==> src/rtl/xl_pkg.sv <==
package xl_pkg;
  // Select fields packed per select register
  localparam int LINES_PER_SEL = 4;

  // Registers that follow the select registers, as offsets from the
  // first address after them
  typedef enum logic [2:0] {
    CF_RISE = 3'd0,
    CF_FALL = 3'd1,
    CF_IMSK = 3'd2,
    CF_EMSK = 3'd3,
    CF_PEND = 3'd4
  } cfg_idx_e;
endpackage

==> src/rtl/xl_regs.sv <==
module xl_regs
  import xl_pkg::*;
#(
  parameter int NLINES = 16,
  parameter int SEL_W  = 4,
  parameter int DATA_W = 16,
  parameter int ADDR_W = 4
) (
  input  logic                    clk,
  input  logic                    rst_n,
  input  logic                    bus_sel,
  input  logic                    bus_wr,
  input  logic [ADDR_W-1:0]       bus_addr,
  input  logic [DATA_W-1:0]       bus_wdata,
  input  logic [NLINES-1:0]       pend,
  output logic [DATA_W-1:0]       bus_rdata,
  output logic [NLINES*SEL_W-1:0] sel_flat,
  output logic [NLINES-1:0]       rise_en,
  output logic [NLINES-1:0]       fall_en,
  output logic [NLINES-1:0]       imask,
  output logic [NLINES-1:0]       emask,
  output logic [NLINES-1:0]       clr_vec
);
  localparam int NSEL   = NLINES / LINES_PER_SEL;
  localparam int SELR_W = LINES_PER_SEL * SEL_W;
  localparam logic [ADDR_W-1:0] A_RISE = ADDR_W'(NSEL + int'(CF_RISE));
  localparam logic [ADDR_W-1:0] A_FALL = ADDR_W'(NSEL + int'(CF_FALL));
  localparam logic [ADDR_W-1:0] A_IMSK = ADDR_W'(NSEL + int'(CF_IMSK));
  localparam logic [ADDR_W-1:0] A_EMSK = ADDR_W'(NSEL + int'(CF_EMSK));
  localparam logic [ADDR_W-1:0] A_PEND = ADDR_W'(NSEL + int'(CF_PEND));

  logic             wr_en;
  logic [SELR_W-1:0] sel_q [NSEL];

  assign wr_en = bus_sel & bus_wr;

  for (genvar r = 0; r < NSEL; r++) begin : g_selreg
    always_ff @(posedge clk or negedge rst_n) begin
      if (!rst_n)
        sel_q[r] <= '0;
      else if (wr_en && bus_addr == ADDR_W'(r))
        sel_q[r] <= bus_wdata[SELR_W-1:0];
    end
    assign sel_flat[r*SELR_W +: SELR_W] = sel_q[r];
  end

  always_ff @(posedge clk or negedge rst_n) begin
    if (!rst_n) begin
      rise_en <= '0;
      fall_en <= '0;
      imask   <= '0;
      emask   <= '0;
    end else if (wr_en) begin
      if (bus_addr == A_RISE) rise_en <= bus_wdata[NLINES-1:0];
      if (bus_addr == A_FALL) fall_en <= bus_wdata[NLINES-1:0];
      if (bus_addr == A_IMSK) imask   <= bus_wdata[NLINES-1:0];
      if (bus_addr == A_EMSK) emask   <= bus_wdata[NLINES-1:0];
    end
  end

  // Write-one-to-clear strobe for the pending register
  assign clr_vec = (wr_en && bus_addr == A_PEND) ? bus_wdata[NLINES-1:0] : '0;

  always_comb begin
    bus_rdata = '0;
    for (int r = 0; r < NSEL; r++)
      if (bus_addr == ADDR_W'(r)) bus_rdata = DATA_W'(sel_q[r]);
    if (bus_addr == A_RISE) bus_rdata = DATA_W'(rise_en);
    if (bus_addr == A_FALL) bus_rdata = DATA_W'(fall_en);
    if (bus_addr == A_IMSK) bus_rdata = DATA_W'(imask);
    if (bus_addr == A_EMSK) bus_rdata = DATA_W'(emask);
    if (bus_addr == A_PEND) bus_rdata = DATA_W'(pend);
  end
endmodule

==> src/rtl/xl_edge.sv <==
module xl_edge #(
  parameter int NLINES = 16,
  parameter int NPORTS = 4,
  parameter int SEL_W  = 4
) (
  input  logic                     clk,
  input  logic                     rst_n,
  input  logic [NPORTS*NLINES-1:0] pins,
  input  logic [NLINES*SEL_W-1:0]  sel_flat,
  output logic [NLINES-1:0]        rise_det,
  output logic [NLINES-1:0]        fall_det
);
  for (genvar n = 0; n < NLINES; n++) begin : g_line
    logic       src;
    logic [2:0] sh;  // [0] first sync stage, [1] synced, [2] previous synced

    // Port mux ahead of the synchroniser; unmatched index reads 0
    always_comb begin
      src = 1'b0;
      for (int p = 0; p < NPORTS; p++)
        if (sel_flat[n*SEL_W +: SEL_W] == SEL_W'(p))
          src = pins[p*NLINES + n];
    end

    always_ff @(posedge clk or negedge rst_n) begin
      if (!rst_n) sh <= '0;
      else        sh <= {sh[1:0], src};
    end

    assign rise_det[n] = sh[1] & ~sh[2];
    assign fall_det[n] = ~sh[1] & sh[2];
  end
endmodule

==> src/rtl/xl_pend.sv <==
module xl_pend #(
  parameter int NLINES = 16
) (
  input  logic              clk,
  input  logic              rst_n,
  input  logic [NLINES-1:0] set_vec,
  input  logic [NLINES-1:0] clr_vec,
  output logic [NLINES-1:0] pend
);
  // A set on the same edge as a clear wins
  always_ff @(posedge clk or negedge rst_n) begin
    if (!rst_n) pend <= '0;
    else        pend <= (pend & ~clr_vec) | set_vec;
  end
endmodule

==> src/rtl/xline_irq_ctrl.sv <==
module xline_irq_ctrl #(
  parameter int NLINES = 16,
  parameter int NPORTS = 4,
  parameter int SEL_W  = 4,
  parameter int DATA_W = 16,
  parameter int ADDR_W = 4
) (
  input  logic                     clk,
  input  logic                     rst_n,
  input  logic [NPORTS*NLINES-1:0] port_pins,
  input  logic                     bus_sel,
  input  logic                     bus_wr,
  input  logic [ADDR_W-1:0]        bus_addr,
  input  logic [DATA_W-1:0]        bus_wdata,
  output logic [DATA_W-1:0]        bus_rdata,
  output logic [NLINES-1:0]        irq_out,
  output logic [NLINES-1:0]        evt_out
);
  logic [NLINES*SEL_W-1:0] sel_flat;
  logic [NLINES-1:0] rise_en, fall_en, imsk_w, emsk_w, clr_w;
  logic [NLINES-1:0] rise_det, fall_det, trig_w, pend_w;

  xl_regs #(.NLINES(NLINES), .SEL_W(SEL_W), .DATA_W(DATA_W), .ADDR_W(ADDR_W)) u_regs (
    .clk      (clk),
    .rst_n    (rst_n),
    .bus_sel  (bus_sel),
    .bus_wr   (bus_wr),
    .bus_addr (bus_addr),
    .bus_wdata(bus_wdata),
    .pend     (pend_w),
    .bus_rdata(bus_rdata),
    .sel_flat (sel_flat),
    .rise_en  (rise_en),
    .fall_en  (fall_en),
    .imask    (imsk_w),
    .emask    (emsk_w),
    .clr_vec  (clr_w)
  );

  xl_edge #(.NLINES(NLINES), .NPORTS(NPORTS), .SEL_W(SEL_W)) u_edge (
    .clk     (clk),
    .rst_n   (rst_n),
    .pins    (port_pins),
    .sel_flat(sel_flat),
    .rise_det(rise_det),
    .fall_det(fall_det)
  );

  assign trig_w = (rise_det & rise_en) | (fall_det & fall_en);

  xl_pend #(.NLINES(NLINES)) u_pend (
    .clk    (clk),
    .rst_n  (rst_n),
    .set_vec(trig_w & imsk_w),
    .clr_vec(clr_w),
    .pend   (pend_w)
  );

  assign irq_out = pend_w;
  assign evt_out = trig_w & emsk_w;
endmodule

==> config.mk <==
export PLATFORM = sky130hd
export DESIGN_NAME = xline_irq_ctrl
export DESIGN_NICKNAME = d
export VERILOG_FILES = /design/src/rtl/xl_pkg.sv /design/src/rtl/xl_regs.sv /design/src/rtl/xl_edge.sv /design/src/rtl/xl_pend.sv /design/src/rtl/xline_irq_ctrl.sv
export SDC_FILE = /design/constraint.sdc
export NUM_CORES = 1
export LEC_CHECK = 0
export ABC_AREA = 1
export BUFFER_PORTS_ARGS = -buffer_cell sky130_fd_sc_hd__buf_2
export CORE_ASPECT_RATIO = 2
export CORE_MARGIN = 3
export CORE_UTILIZATION = 52
export DETAILED_ROUTE_END_ITERATION = 10
export HOLD_SLACK_MARGIN = 0.02
export PLACE_DENSITY = 0.77
export SYNTH_ARGS = -nofsm -noshare
export SYNTH_HDL_FRONTEND = slang
export SYNTH_HIERARCHICAL = 1
export SYNTH_SLANG_ARGS = --single-unit
==> constraint.sdc <==
create_clock -name clk -period 1.36 [get_ports clk]
set_clock_uncertainty 0.05 [all_clocks]
set_input_delay 0.204 -clock clk [delete_from_list [all_inputs] [get_ports clk]]
set_output_delay 0.204 -clock clk [all_outputs]
set_load 0.01 [all_outputs]
Yosys cells after proc, flatten, opt, wreduce, memory -nomap -nowiden
Index checks and enable logic that the tools add are counted.
{"block": "classes", "n_eq_ne": 56, "muxes": 74, "n_bitwise": 73, "reduce_logical": 26}
{"operator": "$mux W16", "n": 10}
{"operator": "$eq A4 B2 Y1 const B", "n": 34}
{"operator": "$and A16 B16 Y16", "n": 5}
{"operator": "$eq A4 B1 Y1 const B", "n": 17}
{"operator": "$logic_not A4 Y1", "n": 17}
{"operator": "$mux W1", "n": 64}
{"operator": "$and A1 B1 Y1", "n": 33}
{"operator": "$not A1 Y1", "n": 32}
{"operator": "$or A16 B16 Y16", "n": 2}
{"operator": "$eq A4 B3 Y1 const B", "n": 4}
{"operator": "$not A16 Y16", "n": 1}
{"operator": "$reduce_and A2 Y1", "n": 4}
{"operator": "$logic_and A1 B1 Y1", "n": 5}
{"operator": "$eq A4 B4 Y1 const B", "n": 1}
{"block": "totals", "reg_bits": 192, "input_bits": 88, "out_inout_bits": 48, "elab_cells": 254}

Depth between registers and ports, before layout
Gate-level depths: netlist (run 1).
{"block": "logic_depth", "depth_word": 10, "ltp_mapped": 10, "depth_no_buf": 9}

Cells and area by module
The synthesis (run 1) kept the hierarchy.
{"mod": "xl_regs", "n_inst": 1, "cells_per_inst": 750, "area_per_inst_um2": 5952.0, "seq_area_each_um2": 3203.1}
{"mod": "xl_edge", "n_inst": 1, "cells_per_inst": 320, "area_per_inst_um2": 2322.2, "seq_area_each_um2": 1201.2}
{"mod": "xl_pend", "n_inst": 1, "cells_per_inst": 80, "area_per_inst_um2": 640.6, "seq_area_each_um2": 400.4}
{"mod": "xline_irq_ctrl", "n_inst": 1, "cells_per_inst": 96, "area_per_inst_um2": 400.4, "seq_area_each_um2": 0.0}

Worst setup path after synthesis (run 1)
Ideal clock, no wire load.
{"block": "synth_path", "path_type": "in2reg", "from": "input bus_addr[1]", "to": "register u_pend.pend[5]", "setup_ps": 117, "arrival_time_ps": 1300, "required_time_ps": 1193, "setup_slack_ps": -107, "path_stages": 9, "path_buffers": 1, "path_cell_list": "nor2_2 -> inv_2 -> nor3_4 -> nand2_2 -> buf_2 -> nor2_1 -> inv_1 -> nand2_1 -> nand2_1"}
{"block": "synth_via", "elab_chain_len": 6}
{"element": "start: declaration", "line_no": "xline_irq_ctrl.sv:13", "text": "input logic [ADDR_W-1:0] bus_addr,"}
{"element": "$eq A4 B4 Y1", "line_no": "xl_regs.sv:62", "text": "assign clr_vec = (wr_en && bus_addr == A_PEND) ? bus_wdata[NLINES-1:0] : '0;"}
{"element": "$logic_and A1 B1 Y1", "line_no": "xl_regs.sv:62"}
{"element": "$mux W16", "line_no": "xl_regs.sv:62"}
{"element": "via clr_w[5]", "line_no": "xline_irq_ctrl.sv:20", "text": "logic [NLINES-1:0] rise_en, fall_en, imsk_w, emsk_w, clr_w;"}
{"element": "$not A16 Y16", "line_no": "xl_pend.sv:13", "text": "else pend <= (pend & ~clr_vec) | set_vec;"}
{"element": "$and A16 B16 Y16", "line_no": "xl_pend.sv:13"}
{"element": "$or A16 B16 Y16", "line_no": "xl_pend.sv:13"}
{"element": "end signal: assignment", "line_no": "xl_pend.sv:13"}
{"element": "end: declaration", "line_no": "xl_pend.sv:8", "text": "output logic [NLINES-1:0] pend"}
The timed path passes the listed nets, and every way through them passes these cells.
A chain may end at the register's enable or synchronous reset.

Worst setup path after layout (run 1)
{"block": "layout_path", "from": "register u_regs.sel_q (netlist bit u_regs/sel_flat[4])", "to": "output bus_rdata[4]"}
{"block": "layout_via", "elab_chain_len": 9}
{"element": "start: declaration", "line_no": "xl_regs.sv:33", "text": "logic [SELR_W-1:0] sel_q [NSEL];"}
{"element": "start signal: indexed assignment", "line_no": "xl_regs.sv:42", "text": "sel_q[r] <= bus_wdata[SELR_W-1:0];"}
{"element": "$mux W16 (4 in series)", "line_no": "xl_regs.sv:67", "text": "if (bus_addr == ADDR_W'(r)) bus_rdata = DATA_W'(sel_q[r]);"}
{"element": "$mux W16", "line_no": "xl_regs.sv:68", "text": "if (bus_addr == A_RISE) bus_rdata = DATA_W'(rise_en);"}
{"element": "$mux W16", "line_no": "xl_regs.sv:69", "text": "if (bus_addr == A_FALL) bus_rdata = DATA_W'(fall_en);"}
{"element": "$mux W16", "line_no": "xl_regs.sv:70", "text": "if (bus_addr == A_IMSK) bus_rdata = DATA_W'(imask);"}
{"element": "$mux W16", "line_no": "xl_regs.sv:71", "text": "if (bus_addr == A_EMSK) bus_rdata = DATA_W'(emask);"}
{"element": "$mux W16", "line_no": "xl_regs.sv:72", "text": "if (bus_addr == A_PEND) bus_rdata = DATA_W'(pend);"}
{"element": "end: declaration", "line_no": "xline_irq_ctrl.sv:15", "text": "output logic [DATA_W-1:0] bus_rdata,"}
Every way passes these cells.

==> results of run 1 <==
## power by group
group          switching, uW  internal (uW)
clock network           2200           3370
logic                   2250           1860
registers               1030           6990
total                   5470          12200
## per-stage QoR
stage               hold slack [ps]  power [uW]
global placement               77.9       11400
detailed placement             78.8       11500
floorplan                      -142        9780
global route                   63.7       18600
finish                         44.9       17700
CTS                            39.2       17400
## final timing paths
check                      slack, ps  depth (start not counted)                       to
max                             -530                          7             bus_rdata[4]
min                               40                          5   u_edge/g_line[3].sh[0]
max reg2reg                       40                          8   u_edge/g_line[1].sh[0]
min reg2reg                      300                          0  u_edge/g_line[10].sh[1]
max in group asynchronous        560                          3        u_regs/rise_en[2]
min in group asynchronous        190                          2       u_regs/sel_flat[0]
## registers in the layout, summed over array words and instances (netlist names)
signal / flops
u_edge/g_line.sh: 48
u_pend/pend: 16
u_regs/fall_en: 16
u_regs/sel_flat: 64
u_regs/rise_en: 16
u_regs/imask: 16
u_regs/emask: 16
## layer usage
metal	wire length [um]	up-vias	track usage, %
met5	0	-	0
met4	1590	0	15.5
met3	1960	111	4.65
met2	14700	454	51.0
met1	10700	4332	35.0
li1	-	4350	-
## Yosys cell counts
cell type / n / share of area, %
nand2_1: 393 / 16
inv_1: 193 / 7.8
dfrtp_1: 192 / 52
nor2_1: 111 / 4.5
o21ai_0: 111 / 6.0
nand3_1: 69 / 3.7
a21oi_1: 35 / 1.9
nor2_2: 34 / 2.3
clkbuf_1: 27 / 1.1
nand4_1: 23 / 1.5
o21ai_1: 17 / 0.91
buf_2: 11 / 0.59
o211ai_1: 7 / 0.56
inv_2: 6 / 0.24
nor2_4: 4 / 0.48
nand2_2: 3 / 0.20
buf_1: 2 / 0.081
nor3_4: 2 / 0.35
or2_2: 2 / 0.13
buf_4: 1 / 0.081
clkinv_1: 1 / 0.040
nor3_2: 1 / 0.11
o21bai_1: 1 / 0.081
## logic make-up (layout without fill, tap and decap cells)
group | Yosys count | after routing | synth area share (%)
and+or+nand+nor | 642 | 642 | 29.1
AOI/OAI and AO/OA | 171 | 171 | 9.40
buffers and inverters | 241 | 510 | 9.90
DFF | 192 | 192 | 51.6
## worst reg2reg max path, delay by kind of cell (launching register included)
family,cells,cell delay (ps)
buffers and inverters,4,450
and+or+nand+nor,4,320
DFF,1,400
## cell type report
class	instances	area [um2]
fillers	1347	5140
flip-flops and latches	192	4810
multi-input cells	813	3820
repair buffers	279	2000
inverters	200	751
clock buffers	19	453
well taps	210	263
clock inverters	12	205
## repair_timing
item	in CTS	in global routing
cloned	0	0
setup endpoints to repair	32	40
hold buffers	1	0
gates resized for setup	33	36
hold endpoints to repair	192	0
setup buffers	29	19
pin swaps	43	66
==> summary.txt, run 1 <==
Detailed routing
  – DRT Pass-1 Iters: 5
  – Via count: 9247
  – Via-to-Cell Ratio: 5.36
  – WL final: 28.9 mm
  – Drt wl/cell: 16.7 um
  – DR iter-0 viols: 682
  – DRC: 0
  – DRT antenna net count: 0

Floorplanning
  – Core Rows: 68
  – Initial Util: 53.4%
  – Die area: 19700 um2
  – Core ar.: 17400 um2
  – Die Span Y: 195 um
  – IO Pins: 136
  – Die width: 101 um

STA
  – Minimum clock period: 1890 ps
  – Final setup vio count: 32
  – Final worst slack: -528 ps
  – Period utilization: 139%
  – RSZ-0062 raised after global routing: yes
  – Max Clock Freq: 530 MHz
  – Slew Limit Fails: 0
  – Final Hold Fails: 0
  – Rel. slew slack: 70.5%
  – Fin Setup TNS: -10060 ps
  – Slew @ Worst Pin: 442 ps

Place
  – Worst slack, placed: -328 ps
  – Inst Count DP: 1646
  – Cell Area, Placed: 11000 um2
  – DP HPWL: 19.9 mm
  – Port Buf Inserts: 135
  – Placer Congestion: 0.938

Critical path
  – Max incr delay on CP: 400 ps
  – WP data required: 1110 ps
  – Worst Path Arrival: 1630 ps
  – Buffers & Inverters on Critical Path: 1
  – CP Cell Sequence: nand3_1 > nand2_1 > nor2_2 > nand4_1 > nand2_1 > nand3_2 > buf_6
  – Worst path most repeated cell: nand2_1
  – Setup crit start: u_regs/sel_flat[4]
  – Crit path launch type: flop
  – Crit path max fanout: 2
  – Crit end category: output port
  – Reg2Reg Launch Point: u_regs/sel_flat[4]
  – Kind of cell adding the most delay to the critical path: simple AND/OR/NAND/NOR gates
  – Crit Path Class: reg2out
  – Slowest cell on crit path: dfrtp_1

Status
  – Failing checks: setup timing
  – Status: finished, violations left

Finish
  – Finished Layout Cells: 1725
  – Share of layout cells above drive strength 1: 27.9%
  – Layout overhead on the synthesized area: 32.0%
  – Commonest cells after routing, fill and taps aside: 384 x nand2_1, 189 x inv_1, 189 x dfrtp_1
  – Core Util, Final: 70.5%
  – Commonest non-fill, non-tap cell in the layout: nand2_1
  – Finished Cell Area: 12300 um2
  – # nets final: 1591
  – Diodes inserted: 0

Global route
  – Largest net degree at the start of global routing: 34
  – First-pass GRT wire length: 45.3 mm
  – Initial antenna violation count: 0
  – Number of global-route vias before repair: 9072
  – GRT overflow: 0
  – Total GRT Usage: 29.7%

Job
  – Max cap viols: 0

Power
  – Power Dens Cells: 1440 nW/um2
  – VDD IR-drop max: 951 uV
  – P_leak: 0.00629 uW

CTS
  – CTS tree: built
  – H-Tree Depth: 4
  – Clock buffer depth: 2
  – Root buf cell: clkbuf_16
  – Clk sinks: 192
  – Clock latency at the later pin of the worst-skew pair: 440 ps
  – Num CTS Buffers: 17
  – Clk slew on worst S/H paths: 70 ps

Yosys
  – Synth Area per Inst: 7.48 um2
  – Mapped Nets: 1334
  – Mapped cell area: 9320 um2
  – Sequential fraction of the synthesis area: 51.6%
  – Seq cells post-synth: 192
  – Syn Inst Count: 1246
  – Netlist cell types: 23
  – Synth Warn #: 6

Min path
  – Hold path startpoint: port_pins[3]
  – Hold Crit Class: in2reg
Note: power is estimated with default switching activity, not from simulation.
==> run 2: changes to the inputs <==
ABC_AREA = unset   (was 1)
==> run 2 against run 1 <==
Against the previous run: sequential power rose by 2%; highest routed layer unchanged; design area rose by 4.9%; combinational power rose by 33%; worst hold slack improved by 13 ps; clock power fell by 10%; non-clock buffer count rose by 49; the flow still finishes with violations (setup timing); wire length rose by 3.8%.
==> summary.txt, run 2 <==
Floorplanning
  – Core Rows: 68 (unchanged)
  – Core ar.: 17400 um2 (-0.49%)
  – IO Pins: 136 (unchanged)
  – Initial Util: 53.4% (-0.055 points)
  – Die area: 19500 um2 (-0.56%)
  – Die Span Y: 195 um (-0.29%)
  – Die width: 100 um (-0.28%)

Finish
  – # nets final: 1115 (-30%)
  – Commonest cells after routing, fill and taps aside: 192 x dfrtp_1, 146 x buf_4, 129 x buf_2
  – Max reg flops: 64 (unchanged)
  – Layout overhead on the synthesized area: 39.4%
  – Finished Cell Area: 12900 um2 (+4.9%)
  – Share of layout cells above drive strength 1: 58.3% (+30 points)
  – Core Util, Final: 74.4% (+3.8 points)
  – Commonest non-fill, non-tap cell in the layout: dfrtp_1
  – Diodes inserted: 0 (unchanged)

Yosys
  – EDFF count, synth: 0 (unchanged)
  – Netlist cell types: 47 (+100%)
  – Mux cell area share after synthesis: 23.1% (+23 points)
  – Top FF cell, synth: dfrtp_1
  – Post-synthesis xor/xnor area fraction: 0% (unchanged)
  – Fraction of registers with async set/reset: 100% (unchanged)
  – Sequential fraction of the synthesis area: 51.9% (+0.31 points)
  – Seq cells post-synth: 192 (unchanged)
  – Syn Inst Count: 712 (-43%)
  – Most common library cells after synthesis: 192 x dfrtp_1, 127 x mux2_2, 64 x nor2b_1
  – Most frequent cell after synthesis: dfrtp_1
  – Synth area leader: dfrtp_1
  – Synthesized-area fraction occupied by adder cells: 0% (unchanged)
  – Complex-gate fraction of the synthesized area: 10.1% (+0.66 points)
  – Main combinational cell family by area after synthesis: multiplexers
  – Mapped Nets: 800 (-40%)
  – Mapped cell area: 9260 um2 (-0.59%)
  – Share of the synthesized area in the top cell type: 51.9% (+0.31 points)
  – Simple-gate area share of the yosys netlist: 11.8% (-17 points)
  – Synth Area per Inst: 13.0 um2 (+74%)
  – Synth Warn #: 6 (unchanged)
  – Synth area leaders: dfrtp_1 52%, mux2_2 15%, mux4_2 4.4%, nor2b_1 4.3%, mux2i_1 3.0%

Detailed routing
  – DR iter-0 viols: 453 (-34%)
  – DRC: 0 (unchanged)
  – DRT Pass-1 Iters: 5 (unchanged)
  – WL final: 30.0 mm (+3.8%)
  – Drt wl/cell: 24.0 um (+43%)
  – Via-to-Cell Ratio: 6.07 (+13%)
  – Via count: 7582 (-18%)
  – DRT antenna net count: 0 (unchanged)

Critical path
  – WP data required: 1110 ps (about the same)
  – Crit end category: output port
  – Crit path max fanout: 2 (unchanged)
  – CP Cell Sequence: mux4_2 > nor2_4 > a211oi_2 > a221o_1 > buf_2
  – Crit Path Class: reg2out
  – Max incr delay on CP: 510 ps (+110 ps)
  – Crit path launch type: flop
  – Slowest cell on crit path: mux4_2
  – Worst Path Arrival: 1950 ps (+320 ps)

STA
  – Minimum clock period: 2200 ps (+313 ps)
  – Final Hold Fails: 0 (unchanged)
  – Rel. slew slack: 72.3% (+1.8 points)
  – Max Clock Freq: 454 MHz (-14%)
  – Final worst slack: -841 ps (-313 ps)
  – Final setup vio count: 34 (+6.3%)
  – Slew Limit Fails: 0 (unchanged)
  – Slew @ Worst Pin: 416 ps (-26.1 ps)
  – Period utilization: 162% (+23 points)
  – Fin Setup TNS: -13370 ps (-3310 ps)
  – RSZ-0062 raised after global routing: yes

CTS
  – Clk slew on worst S/H paths: 80 ps (about the same)
  – Num CTS Buffers: 17 (unchanged)
  – Clock latency at the later pin of the worst-skew pair: 440 ps (about the same)
  – Clk sinks: 192 (unchanged)
  – H-Tree Depth: 4 (unchanged)
  – CTS tree: built
  – Root buf cell: clkbuf_16
  – Clock buffer depth: 2 (unchanged)

Power
  – P_leak: 0.00614 uW (-2.5%)
  – Power Dens Cells: 1440 nW/um2 (+0.41%)
  – VDD IR-drop max: 1060 uV (+11%)
  – Total power: 18600 uW (+5.4%)

Job
  – Max cap viols: 0 (unchanged)

Global route
  – Number of global-route vias before repair: 8078 (-11%)
  – First-pass GRT wire length: 43.9 mm (-3.1%)
  – Largest net degree at the start of global routing: 42 (+24%)
  – Total GRT Usage: 29.8% (+0.11 points)
  – GRT overflow: 0 (unchanged)
  – Initial antenna violation count: 0 (unchanged)

Place
  – Placer Congestion: 0.914 (-2.6%)
  – Cell Area, Placed: 11400 um2 (+3.7%)
  – Port Buf Inserts: 135 (unchanged)
  – DP HPWL: 20.0 mm (+0.63%)

Status
  – Failing checks: setup timing
  – Status: finished, violations left

Min path
  – Hold Crit Class: in2reg
run 2: changes by cell type after synthesis, moves of 23 or more:
cell,delta
nand3_1,-69
inv_1,-174
nand2_1,-389
mux2i_1,+28
nor2_2,-34
mux2_2,+127
nor2b_1,+64
nor2_1,-75
o21ai_0,-92
nand4_1,-23
run 2: logic make-up (layout without fill, tap and decap cells):
kind of cell / count (synthesis) / count (layout)
mux: 175 / 175
compound gates: 123 / 123
buf+inv: 51 / 379
simple gates: 171 / 171
flops: 192 / 192
run 2: repair_timing:
| action | in CTS | in global routing |
|---|---|---|
| resized for setup | 75 | 71 |
| setup buffers | 30 | 20 |
| cloned | 0 | 1 |
| hold buffers | 1 | 0 |
| pin swaps | 36 | 25 |
| hold endpoints to repair | 129 | 0 |
| setup endpoints to repair | 85 | 89 |
run 2: worst max-delay path: cells and delay by family, from the launching register on:
kind / cells / cell delay, ps
multiplexers: 1 / 510
flip-flops: 1 / 410
AND/OR/NAND/NOR: 1 / 100
AO/OA/AOI/OAI: 2 / 350
buffers and inverters: 1 / 140
run 2: path summary, 6_finish.rpt:
| check | slack [ps] | endpoint | startpoint | depth (start not counted) |
|---|---|---|---|---|
| max in group asynchronous | 430 | u_regs/sel_flat[55] | rst_n | 3 |
| worst max-delay path | -840 | bus_rdata[11] | u_regs/sel_flat[59] | 5 |
| worst min-delay path | 60 | u_regs/fall_en[3] | bus_wdata[3] | 3 |
| worst min register to register | 300 | u_edge/g_line[6].sh[1] | u_edge/g_line[6].sh[0] | 0 |
| worst max register to register | -20 | u_edge/g_line[15].sh[0] | u_regs/sel_flat[60] | 3 |
| min in group asynchronous | 220 | u_regs/emask[10] | rst_n | 2 |
run 2: cell type report:
cell class              instances  area [um2]
multi-input cells             469        4730
well taps                     210         263
clock buffers                  20         467
fillers                      1088        4450
repair buffers                328        2460
inverters                      19        71.3
flip-flops and latches        192        4800
clock inverters                12         114
run 2: metrics by stage:
stage	std cells	setup slack, ps	hold slack (ps)
2_1_floorplan	712	-243	-142
3_3_place_gp	1179	-572	118
6_report	1250	-841	57.9
4_1_cts	1237	-804	43.4
5_1_grt	1250	-878	54.5
3_5_place_dp	1179	-583	119
run 2: power breakdown:
group	switching, uW	leakage, uW	internal [uW]
clock	2410	0.000286	2570
sequential	1100	0.00244	7080
combinational	2260	0.00341	3220
total	5770	0.00614	12900
run 2: metal layers:
metal | vias up | share of wire (%) | routed length [um] | global-route usage, %
met1 | 3840 | 35 | 10500 | 34.2
met3 | 134 | 5.6 | 1680 | 4.78
met4 | 0 | 5.8 | 1750 | 15.9
met2 | 384 | 54 | 16100 | 52.1
li1 | 3224 | - | - | -
met5 | - | 0 | 0 | 0
